`src/rtl/vtd_pkg.sv`:
```
package vtd_pkg;
    localparam int EL_W  = 2;
    localparam int ACT_W = 3;
    localparam int EC_W  = 6;
    localparam logic [EC_W-1:0] TRAP_EC = 6'h18;

    typedef enum logic [ACT_W-1:0] {
        ACT_UNDEF  = 3'd0,
        ACT_TRAP_K = 3'd1,
        ACT_TRAP_H = 3'd2,
        ACT_GUEST  = 3'd3,
        ACT_HYP_NS = 3'd4,
        ACT_HYP_S  = 3'd5
    } vtd_act_e;

    typedef struct packed {
        logic l2_en;
        logic nv;
        logic host;
        logic tge;
        logic k_uen;
        logic h_uen;
        logic ns;
        logic k32;
    } vtd_cfg_t;
endpackage

```
`src/rtl/vtd_hyp_dec.sv`:
```
module vtd_hyp_dec
    import vtd_pkg::*;
(
    input  logic [EL_W-1:0] el,
    input  logic            feat,
    input  vtd_cfg_t        cfg,
    output vtd_act_e        act
);
    always_comb begin
        act = ACT_UNDEF;
        if (feat) begin
            unique case (el)
                2'd0: act = ACT_UNDEF;
                2'd1: act = (cfg.l2_en && cfg.nv) ? ACT_TRAP_H : ACT_UNDEF;
                default: act = ACT_HYP_NS;
            endcase
        end
    end
endmodule

```
`src/rtl/vtd_guest_dec.sv`:
```
module vtd_guest_dec
    import vtd_pkg::*;
(
    input  logic [EL_W-1:0] el,
    input  vtd_cfg_t        cfg,
    output vtd_act_e        act
);
    logic     host_user;
    vtd_act_e hyp_pick;

    assign host_user = cfg.l2_en & cfg.host & cfg.tge;
    assign hyp_pick  = cfg.ns ? ACT_HYP_NS : ACT_HYP_S;

    always_comb begin
        act = ACT_GUEST;
        unique case (el)
            2'd0: begin
                if (!cfg.k32 && !host_user && !cfg.k_uen)
                    act = (cfg.l2_en && cfg.tge) ? ACT_TRAP_H : ACT_TRAP_K;
                else if (host_user && !cfg.h_uen)
                    act = ACT_TRAP_H;
                else if (host_user)
                    act = hyp_pick;
                else
                    act = ACT_GUEST;
            end
            2'd2:    act = cfg.host ? hyp_pick : ACT_GUEST;
            default: act = ACT_GUEST;
        endcase
    end
endmodule

```
`src/rtl/vtimer_trap_decode.sv`:
```
module vtimer_trap_decode
    import vtd_pkg::*;
(
    input  logic             clk,
    input  logic             rst_n,
    input  logic             req_valid,
    input  logic [EL_W-1:0]  req_el,
    input  logic             req_hyp_enc,
    input  logic             req_write,
    input  logic             feat_present,
    input  logic             cfg_l2_en,
    input  logic             cfg_nv,
    input  logic             cfg_host,
    input  logic             cfg_tge,
    input  logic             cfg_k_uen,
    input  logic             cfg_h_uen,
    input  logic             cfg_ns,
    input  logic             cfg_k32,
    output logic             rsp_valid,
    output logic [ACT_W-1:0] rsp_action,
    output logic [EC_W-1:0]  rsp_ec,
    output logic             rsp_write
);
    typedef enum logic {ST_IDLE, ST_RESP} st_e;

    st_e      state, state_nx;
    vtd_cfg_t cfg;
    vtd_act_e hyp_act, guest_act, sel_act;
    logic     sel_trap;

    assign cfg = '{l2_en: cfg_l2_en, nv: cfg_nv, host: cfg_host, tge: cfg_tge,
                   k_uen: cfg_k_uen, h_uen: cfg_h_uen, ns: cfg_ns, k32: cfg_k32};

    vtd_hyp_dec u_hyp (
        .el   (req_el),
        .feat (feat_present),
        .cfg  (cfg),
        .act  (hyp_act)
    );

    vtd_guest_dec u_guest (
        .el  (req_el),
        .cfg (cfg),
        .act (guest_act)
    );

    assign sel_act  = req_hyp_enc ? hyp_act : guest_act;
    assign sel_trap = (sel_act == ACT_TRAP_K) || (sel_act == ACT_TRAP_H);

    always_comb begin
        state_nx = state;
        unique case (state)
            ST_IDLE: if (req_valid)  state_nx = ST_RESP;
            ST_RESP: if (!req_valid) state_nx = ST_IDLE;
            default: state_nx = ST_IDLE;
        endcase
    end

    always_ff @(posedge clk or negedge rst_n) begin
        if (!rst_n) state <= ST_IDLE;
        else        state <= state_nx;
    end

    always_ff @(posedge clk or negedge rst_n) begin
        if (!rst_n) begin
            rsp_action <= '0;
            rsp_ec     <= '0;
            rsp_write  <= 1'b0;
        end else if (req_valid) begin
            rsp_action <= sel_act;
            rsp_ec     <= sel_trap ? TRAP_EC : '0;
            rsp_write  <= req_write;
        end
    end

    assign rsp_valid = (state == ST_RESP);
endmodule

```
`config.mk`:
```
export PLATFORM = sky130hd
export DESIGN_NAME = vtimer_trap_decode
export DESIGN_NICKNAME = d
export VERILOG_FILES = /design/src/rtl/vtd_pkg.sv /design/src/rtl/vtd_hyp_dec.sv /design/src/rtl/vtd_guest_dec.sv /design/src/rtl/vtimer_trap_decode.sv
export SDC_FILE = /design/constraint.sdc
export NUM_CORES = 1
export LEC_CHECK = 0
export BUFFER_PORTS_ARGS = -buffer_cell sky130_fd_sc_hd__buf_2
export CORE_MARGIN = 3
export CORE_UTILIZATION = 27
export CTS_BUF_LIST = sky130_fd_sc_hd__clkbuf_2
export CTS_CLUSTER_SIZE = 8
export DETAILED_ROUTE_END_ITERATION = 8
export HOLD_SLACK_MARGIN = 0.12
export REMOVE_ABC_BUFFERS = 1
export SETUP_SLACK_MARGIN = 0.02
export SLEW_MARGIN = 20
export SYNTH_ARGS = -nofsm -noshare
export SYNTH_HDL_FRONTEND = slang
export SYNTH_SLANG_ARGS = --single-unit
```
`constraint.sdc`:
```
create_clock -name clk -period 0.8 [get_ports clk]
set_input_delay 0.16 -clock clk [delete_from_list [all_inputs] [get_ports clk]]
set_output_delay 0.16 -clock clk [all_outputs]
set_load 0.05 [all_outputs]
```
==> flow_metrics.tcl, run 1 <==
set metrics [dict create \
    path_max_fanout 2 \
    h-tree-depth 1 \
    crit_family "simple AND/OR/NAND/NOR gates" \
    drcViolationCount 0 \
    wirelength_um 935 \
    dp.final_hpwl_um 715 \
    num_vias 391 \
    fp.dieW_um 43.4 \
    cts_tree "built" \
    postSynthCellCount 40 \
    portBuffers 22 \
    top_usage_layer "met2" \
    met2_usage 0.189 \
    clk_latency_ns 0.24 \
    fin_crit_sh 1.49 \
    hold_start "req_valid" \
    power_density_nw_per_um2 1660 \
    reg2reg_slack_ns 0.04 \
    synth.avg_cell_area_um2 9.45 \
    dpl_cell_area_um2 536 \
    drv_slew 0 \
    grt_use_met3 0.0498 \
    vdd_ir_drop_max_mv 1.20 \
    crit_path_cell_trace "buf_2, or4_4, nor3_2, nor4_1, mux2_2" \
    use_met1 0.114 \
    cap_violations 0 \
    cp_data_required_time_ns 0.93 \
    fin_crit_ns 1.19 \
    setup_ws_ns -0.390 \
    synth_area_um2 378 \
    numCtsBuffers 3 \
    drive_gt1_frac 0.589 \
    synth_most_common_cell "dfrtp_1" \
    cts-root-buf "clkbuf_2" \
    ys_ff_latch 6 \
    timing.rr.start "rsp_ec[3]" \
    yosys.area.top_type_share 0.397 \
    routed_via_density 4.49 \
    finalSetupViolCount 11 \
    outcome "complete, but fails checks" \
    hold_end "rsp_valid" \
    synthArstFlopShare 1.00 \
    cp_num_cells 5 \
    clock.fmax_ghz 0.841 \
    first_iter_violations 4 \
    synthTopCellsByArea "dfrtp_1 40%, buf_4 9.9%, mux2_2 6.0%" \
    clk_path_buf_depth 2 \
    start_util 0.315 \
    antenna_found_initial 0 \
    grt.total_usage 0.111 \
    grt_max_degree 9 \
    overflow 0 \
    synthFlopType "dfrtp_1" \
    whs_path_depth 1 \
    drtAntennaViolNets 0 \
    slowest_stage "or4_4" \
    cts.reportedPaths.clkPinSlew_ns 0.07 \
    timing.rr.end "rsp_ec[3]" \
    clock-sinks 6 \
    synth_commonest_cells "6 x dfrtp_1, 5 x buf_4, 3 x a21oi_1, 3 x nand2_1" \
    dieArea_um2 1880 \
    yosysTopAreaCell "dfrtp_1" \
    num_io_pins 27 \
    wire_per_inst_um 10.7 \
    p_leak_uw 0.000326 \
    grt_pass1_wl_um 1510 \
    num_rows 12 \
    n_fill_cell 108 \
    dp_slack_ns -0.648 \
    clock_skew_ns 0 \
    fp.dieH_um 43.4 \
    hold_violations 0 \
    insertedDiodeCount 0 \
    hold_class "in2reg" \
    rsz0062_at_grt "true" \
    violations "setup timing" \
    stdcell_area_um2 641 \
    synth_warnings 0 \
    core_area_um2 1200 \
    fin_nets 91 \
    worstSetupEndpointType "flop" \
    critPathKind "in2reg" \
    gp_congestion 0.743 \
    dr.pass1.iters 2 \
    start_kind "input pin" \
    crit_buf_inv 1 \
    crit_path_max_incr_delay_ns 0.54 \
    synth-seq-area-share 0.397 \
    syn2layout_area_growth_pct 69.5 \
    ys_types 23 \
    synth_edf_count 0 \
    grt_pass1_vias 379 \
    arrival_ns 1.32 \
    rr_worst_depth 2 \
]
[layout make-up]
type | instances | area [um2] | area share
Clock buffer | 3 | 15.0 | 0.0234
Inverter | 2 | 7.51 | 0.0117
Multi-Input combinational cell | 29 | 199 | 0.311
Sequential cell | 6 | 150 | 0.234
Tap cell | 14 | 17.5 | 0.0273
Timing Repair Buffer | 33 | 251 | 0.393
[metrics by stage]
| stage | util | TNS [ns] | hold WS (ns) | std cells | total power [uW] |
|---|---|---|---|---|---|
| finish | 0.533 | -2.23 | 0.141 | 87 | 1060 |
| global route | 0.533 | -2.59 | 0.126 | 87 | 1120 |
| CTS | 0.530 | -2.31 | 0.127 | 87 | 1070 |
| detailed placement | 0.446 | -2.27 | -0.0125 | 81 | 759 |
| global placement | 0.446 | -2.29 | -0.0112 | 81 | 757 |
| floorplan | - | -2.17 | -0.136 | 37 | 613 |
[state kept, by name, summed over array words and instances, names as in the netlist]
signal / cells
rsp_write: 1
rsp_valid: 1
rsp_action: 3
rsp_ec: 1
[how the worst max path moves through the flow]
stage	start	to	slack, ns
floorplan	cfg_k32	rsp_ec[3]	-0.49
global placement	cfg_k32	rsp_ec[3]	-0.66
detailed placement	cfg_k32	rsp_ec[3]	-0.65
CTS	cfg_k32	rsp_ec[3]	-0.38
global route	cfg_k32	rsp_ec[3]	-0.41
finish	cfg_k32	rsp_action[0]	-0.39
[timing repair]
item	in CTS	in global routing
hold endpoints to repair	6	0
cloned	0	0
endpoints found under the setup margin	11	12
pin swaps	1	2
resized for setup	18	1
setup buffers	2	0
hold buffers	1	0
[placed cells by master, fill, tap and decap left out, types with 2 or more instances in the layout]
cell      Yosys  layout
buf_2         0      13
buf_4         5      10
buf_6         0       9
dfrtp_1       6       6
conb_1        1       4
nand2_1       3       3
clkbuf_2      0       3
nor2b_1       2       2
mux2_2        2       2
inv_1         2       2
a21oi_1       3       2
[cell families after synthesis]
kind of cell / count (synthesis) / synth area share
multiplexers: 2 / 0.0596
buffers and inverters: 8 / 0.129
flip-flops: 6 / 0.397
AND/OR/NAND/NOR: 15 / 0.258
AO/OA/AOI/OAI: 7 / 0.123
XOR/XNOR: 1 / 0.0232
other: 1 / 0.00992
[power breakdown]
| part | leakage [uW] | switching, uW | total, uW | internal (uW) |
|---|---|---|---|---|
| combinational | 0.000241 | 284 | 476 | 192 |
| sequential | 0.0000719 | 27.3 | 364 | 337 |
| clock | 0.0000125 | 120 | 222 | 102 |
[metal layers]
layer,up-vias,share of wire
met4,0,0.014
li1,200,-
met5,-,0
met1,180,0.39
met3,2,0.055
met2,9,0.54
No activity file was read; power rests on OpenSTA's default activity.
==> inputs of run 2 (changes only) <==
BUFFER_PORTS_ARGS = -buffer_cell sky130_fd_sc_hd__buf_4   (was -buffer_cell sky130_fd_sc_hd__buf_2)
CELL_PAD_IN_SITES_DETAIL_PLACEMENT = 0   (was not set)
CELL_PAD_IN_SITES_GLOBAL_PLACEMENT = 1   (was not set)
CORE_ASPECT_RATIO = 1.1   (was not set)
CORE_UTILIZATION = 25   (was 27)
PLACE_DENSITY_LB_ADDON = 0.1   (was not set)
==> flow_metrics.tcl, run 2 (synthesis results as in run 1) <==
set metrics [dict create \
    final_cell_mix "23 x buf_4, 11 x buf_6, 6 x dfrtp_1" \
    start_kind "input pin" \
    overflow 0 \
    num_vias 422 \
    power_density_nw_per_um2 1550 \
    wire_per_inst_um 11.7 \
    critPathKind "in2reg" \
    regMostFlops "rsp_action" \
    numCtsBuffers 3 \
    grt_pass1_wl_um 1830 \
    routed_via_density 4.64 \
    cts.reportedPaths.clkPinSlew_ns 0.06 \
    timing.rr.start "rsp_action[0]" \
    grt_pass1_vias 429 \
    fp.dieW_um 43.1 \
    worstSetupEndpointType "flop" \
    clk_latency_ns 0.21 \
    layout_commonest_cell "buf_4" \
    syn2layout_area_growth_pct 87.4 \
    grt_use_met3 0.0268 \
    drcViolationCount 0 \
    outcome "complete, but fails checks" \
    timing.rr.end "rsp_action[0]" \
    fin_crit_ns 1.23 \
    cp_data_required_time_ns 0.90 \
    cap_violations 0 \
    wirelength_um 1070 \
    start_util 0.270 \
    dpl_cell_area_um2 586 \
    gp_congestion 0.708 \
    drtAntennaViolNets 0 \
    multiInputGateArea_um2 209 \
    num_io_pins 27 \
    use_met1 0.147 \
    fin_cells 91 \
    seq_area_um2 150 \
    place_inst 82 \
    top_usage_layer "met2" \
    clk_path_buf_depth 2 \
    n_fill_cell 148 \
    finalSetupViolCount 11 \
    dieArea_um2 2010 \
    clock-sinks 6 \
    drive_gt1_frac 0.613 \
    holdWs_ns 0.137 \
    fin_nets 93 \
    stdcell_area_um2 708 \
    fp.dieH_um 46.8 \
    grt.total_usage 0.120 \
    cts_tree "built" \
    cts-root-buf "clkbuf_2" \
    grt_max_degree 10 \
    reg2reg_slack_ns -0.09 \
    fin_crit_sh 1.54 \
    rsz0062_at_grt "true" \
    rr_worst_depth 2 \
    portBuffers 22 \
    hold_violations 0 \
    setup_ws_ns -0.434 \
    clock_skew_ns 0 \
    h-tree-depth 1 \
    hold_start "req_valid" \
    vdd_ir_drop_max_mv 0.918 \
    drv_slew 0 \
    met2_usage 0.204 \
    total_power_uw 1100 \
    dr.pass1.iters 4 \
    antenna_found_initial 0 \
    arrival_ns 1.33 \
    largest_reg_flops 3 \
    p_leak_uw 0.000354 \
    dp_slack_ns -0.670 \
    clock.fmax_ghz 0.810 \
    insertedDiodeCount 0 \
    violations "setup timing" \
    hold_class "in2reg" \
    hold_end "rsp_valid" \
    path_max_fanout 3 \
    first_iter_violations 7 \
    core_area_um2 1400 \
    num_rows 14 \
    whs_path_depth 1 \
]
==> run 2: worst max path at each step <==
stage / startpoint / to / slack (ns)
after floorplan: cfg_k32 / rsp_ec[3] / -0.49
after global routing: req_el[0] / rsp_ec[3] / -0.46
after detailed placement: cfg_k32 / rsp_ec[3] / -0.67
final: req_el[0] / rsp_action[0] / -0.43
after CTS: req_el[0] / rsp_ec[3] / -0.43
after global placement: cfg_k32 / rsp_ec[3] / -0.70
==> run 2: critical path: stages <==
cell and delay, ns:
buf_6 0.10, or4_4 0.54, nor3_2 0.20, nor4_2 0.07, mux2_4 0.26
==> run 2: metal layers <==
| metal | part of all wire | wire length, um |
|---|---|---|
| met1 | 0.43 | 457 |
| met2 | 0.46 | 491 |
| met3 | 0.11 | 114 |
| met5 | 0 | 0 |
| met4 | 0.0028 | 3 |
==> run 2: layout make-up <==
class / instances / area share
flip-flops and latches: 6 / 0.212
multi-input cells: 29 / 0.295
repair buffers: 35 / 0.433
well taps: 16 / 0.0283
clock buffers: 3 / 0.0212
inverters: 2 / 0.0106
==> run 2: where the power goes <==
part	leakage (uW)	internal (uW)	total, uW	switching [uW]
Sequential	0.0000719	337	364	27.1
Clock	0.0000125	102	202	101
Combinational	0.000270	239	532	293
==> run 2: through the flow <==
stage          setup TNS, ns  utilization
6_report               -2.23        0.505
5_1_grt                -2.63        0.505
4_1_cts                -2.34        0.489
3_5_place_dp           -2.36        0.418
3_3_place_gp           -2.41        0.418
2_1_floorplan          -2.17            -
==> run 2: what timing repair did <==
item                       4_1_cts  5_1_grt
hold endpoints to repair         6        0
pin swaps                        5        0
gates resized for setup         16        0
setup endpoints to repair       11       12
hold buffers                     1        0
setup buffers                    2        3
==> inputs of run 3 (changes only) <==
clock period = 1.2 ns   (was 0.8 ns; I/O delays follow)
==> flow_metrics.tcl, run 3 (synthesis results as in run 1) <==
set metrics [dict create \
    clock-sinks 6 \
    cts_tree "built" \
    clk_latency_ns 0.21 \
    cts-root-buf "clkbuf_2" \
    hold_class "in2reg" \
    wire_per_inst_um 11.7 \
    drv_slew 0 \
    num_io_pins 27 \
    arrival_ns 1.45 \
    clock.fmax_ghz 0.761 \
    fin_crit_ns 1.31 \
    antenna_found_initial 0 \
    setup_ws_ns -0.114 \
    fp.dieH_um 46.8 \
    rsz0062_at_grt "true" \
    routed_via_density 4.61 \
    clock_skew_ns 0 \
    p_leak_uw 0.000319 \
    core_area_um2 1400 \
    first_iter_violations 6 \
    whs_path_depth 1 \
    cts.reportedPaths.clkPinSlew_ns 0.05 \
    overflow 0 \
    worstSetupEndpointType "flop" \
    grt_pass1_wl_um 1720 \
    clk_path_buf_depth 2 \
    start_kind "input pin" \
    largest_reg_flops 3 \
    slowest_stage "a221o_1" \
    path_max_fanout 3 \
    grt.total_usage 0.117 \
    drtAntennaViolNets 0 \
    hold_violations 0 \
    vdd_ir_drop_max_mv 0.634 \
    dp.final_hpwl_um 778 \
    grt_pass1_vias 410 \
    h-tree-depth 1 \
    power_density_nw_per_um2 1060 \
    holdWs_ns 0.215 \
    syn2layout_area_growth_pct 66.9 \
    fin_nets 87 \
    crit_path_cell_trace "buf_4, and4b_1, a221o_1, o32a_2, xor2_1, a21oi_1" \
    crit_path_max_incr_delay_ns 0.33 \
    outcome "complete, but fails checks" \
    start_util 0.270 \
    cp_data_required_time_ns 1.33 \
    final_cell_mix "26 x buf_4, 6 x dfrtp_1, 4 x conb_1" \
    cap_violations 0 \
    insertedDiodeCount 0 \
    rr_worst_depth 1 \
    finalSetupViolCount 3 \
    dieArea_um2 2010 \
    dp_slack_ns -0.362 \
    grt_max_degree 10 \
    wirelength_um 993 \
    fp.dieW_um 43.1 \
    fin_crit_sh 1.09 \
    numCtsBuffers 3 \
    drive_gt1_frac 0.565 \
    drcViolationCount 0 \
    post_cts_buffers 0 \
    regMostFlops "rsp_action" \
    n_fill_cell 154 \
    num_vias 392 \
    critPathKind "in2reg" \
    violations "setup timing" \
    gp_congestion 0.709 \
    layout_commonest_cell "buf_4" \
    num_rows 14 \
    portBuffers 22 \
    postLayoutCoreUtil 0.450 \
    dr.pass1.iters 4 \
]
==> run 3: final cells by class <==
type / count / area, um2 / share of cell area
clock buffers: 3 / 15.0 / 0.0238
repair buffers: 29 / 228 / 0.361
flip-flops and latches: 6 / 150 / 0.238
well taps: 16 / 20.0 / 0.0317
inverters: 2 / 7.51 / 0.0119
multi-input cells: 29 / 210 / 0.333
==> run 3: metrics by stage <==
stage	setup TNS [ns]	std cells	power [uW]	cell area, um2
2_1_floorplan	-0.358	37	409	348
3_3_place_gp	-1.13	81	535	578
3_5_place_dp	-1.10	81	534	578
4_1_cts	-0.231	85	682	624
5_1_grt	-0.310	85	725	631
6_report	-0.275	85	672	631
==> run 3: critical path, delay by kind of cell <==
kind / cells / cell delay (ns)
AOI/OAI and AO/OA: 3 / 0.70
and+or+nand+nor: 1 / 0.22
xor gates and xnor gates: 1 / 0.17
buffers and inverters: 1 / 0.13
==> run 3: path summary, 6_finish.rpt <==
check / startpoint / end / slack [ns]
hold / removal: req_valid / rsp_valid / 0.22
min in group asynchronous: rst_n / rsp_action[1] / 0.37
setup / recovery: cfg_host / rsp_ec[3] / -0.11
hold reg to reg: rsp_write / rsp_write / 0.52
max in group asynchronous: rst_n / rsp_action[2] / 0.72
setup reg to reg: rsp_action[0] / rsp_action[0] / 0.44
==> run 3: metal layers <==
metal | global-route usage | vias up | routed length [um]
met1 | 0.136 | 180 | 412
met4 | 0.0904 | 0 | 0
met3 | 0.0192 | 0 | 100
met2 | 0.198 | 21 | 481
li1 | - | 191 | -
met5 | 0 | - | 0
==> run 3: power by group <==
group | internal [uW] | switching, uW
Combinational | 116 | 189
Clock | 67.5 | 61.9
Sequential | 225 | 13.2
==> run 3: timing repair <==
action,CTS,global route
endpoints found under the setup margin,3,3
hold endpoints to repair,6,0
hold buffers,1,0
pin swaps,6,0
resized for setup,5,1
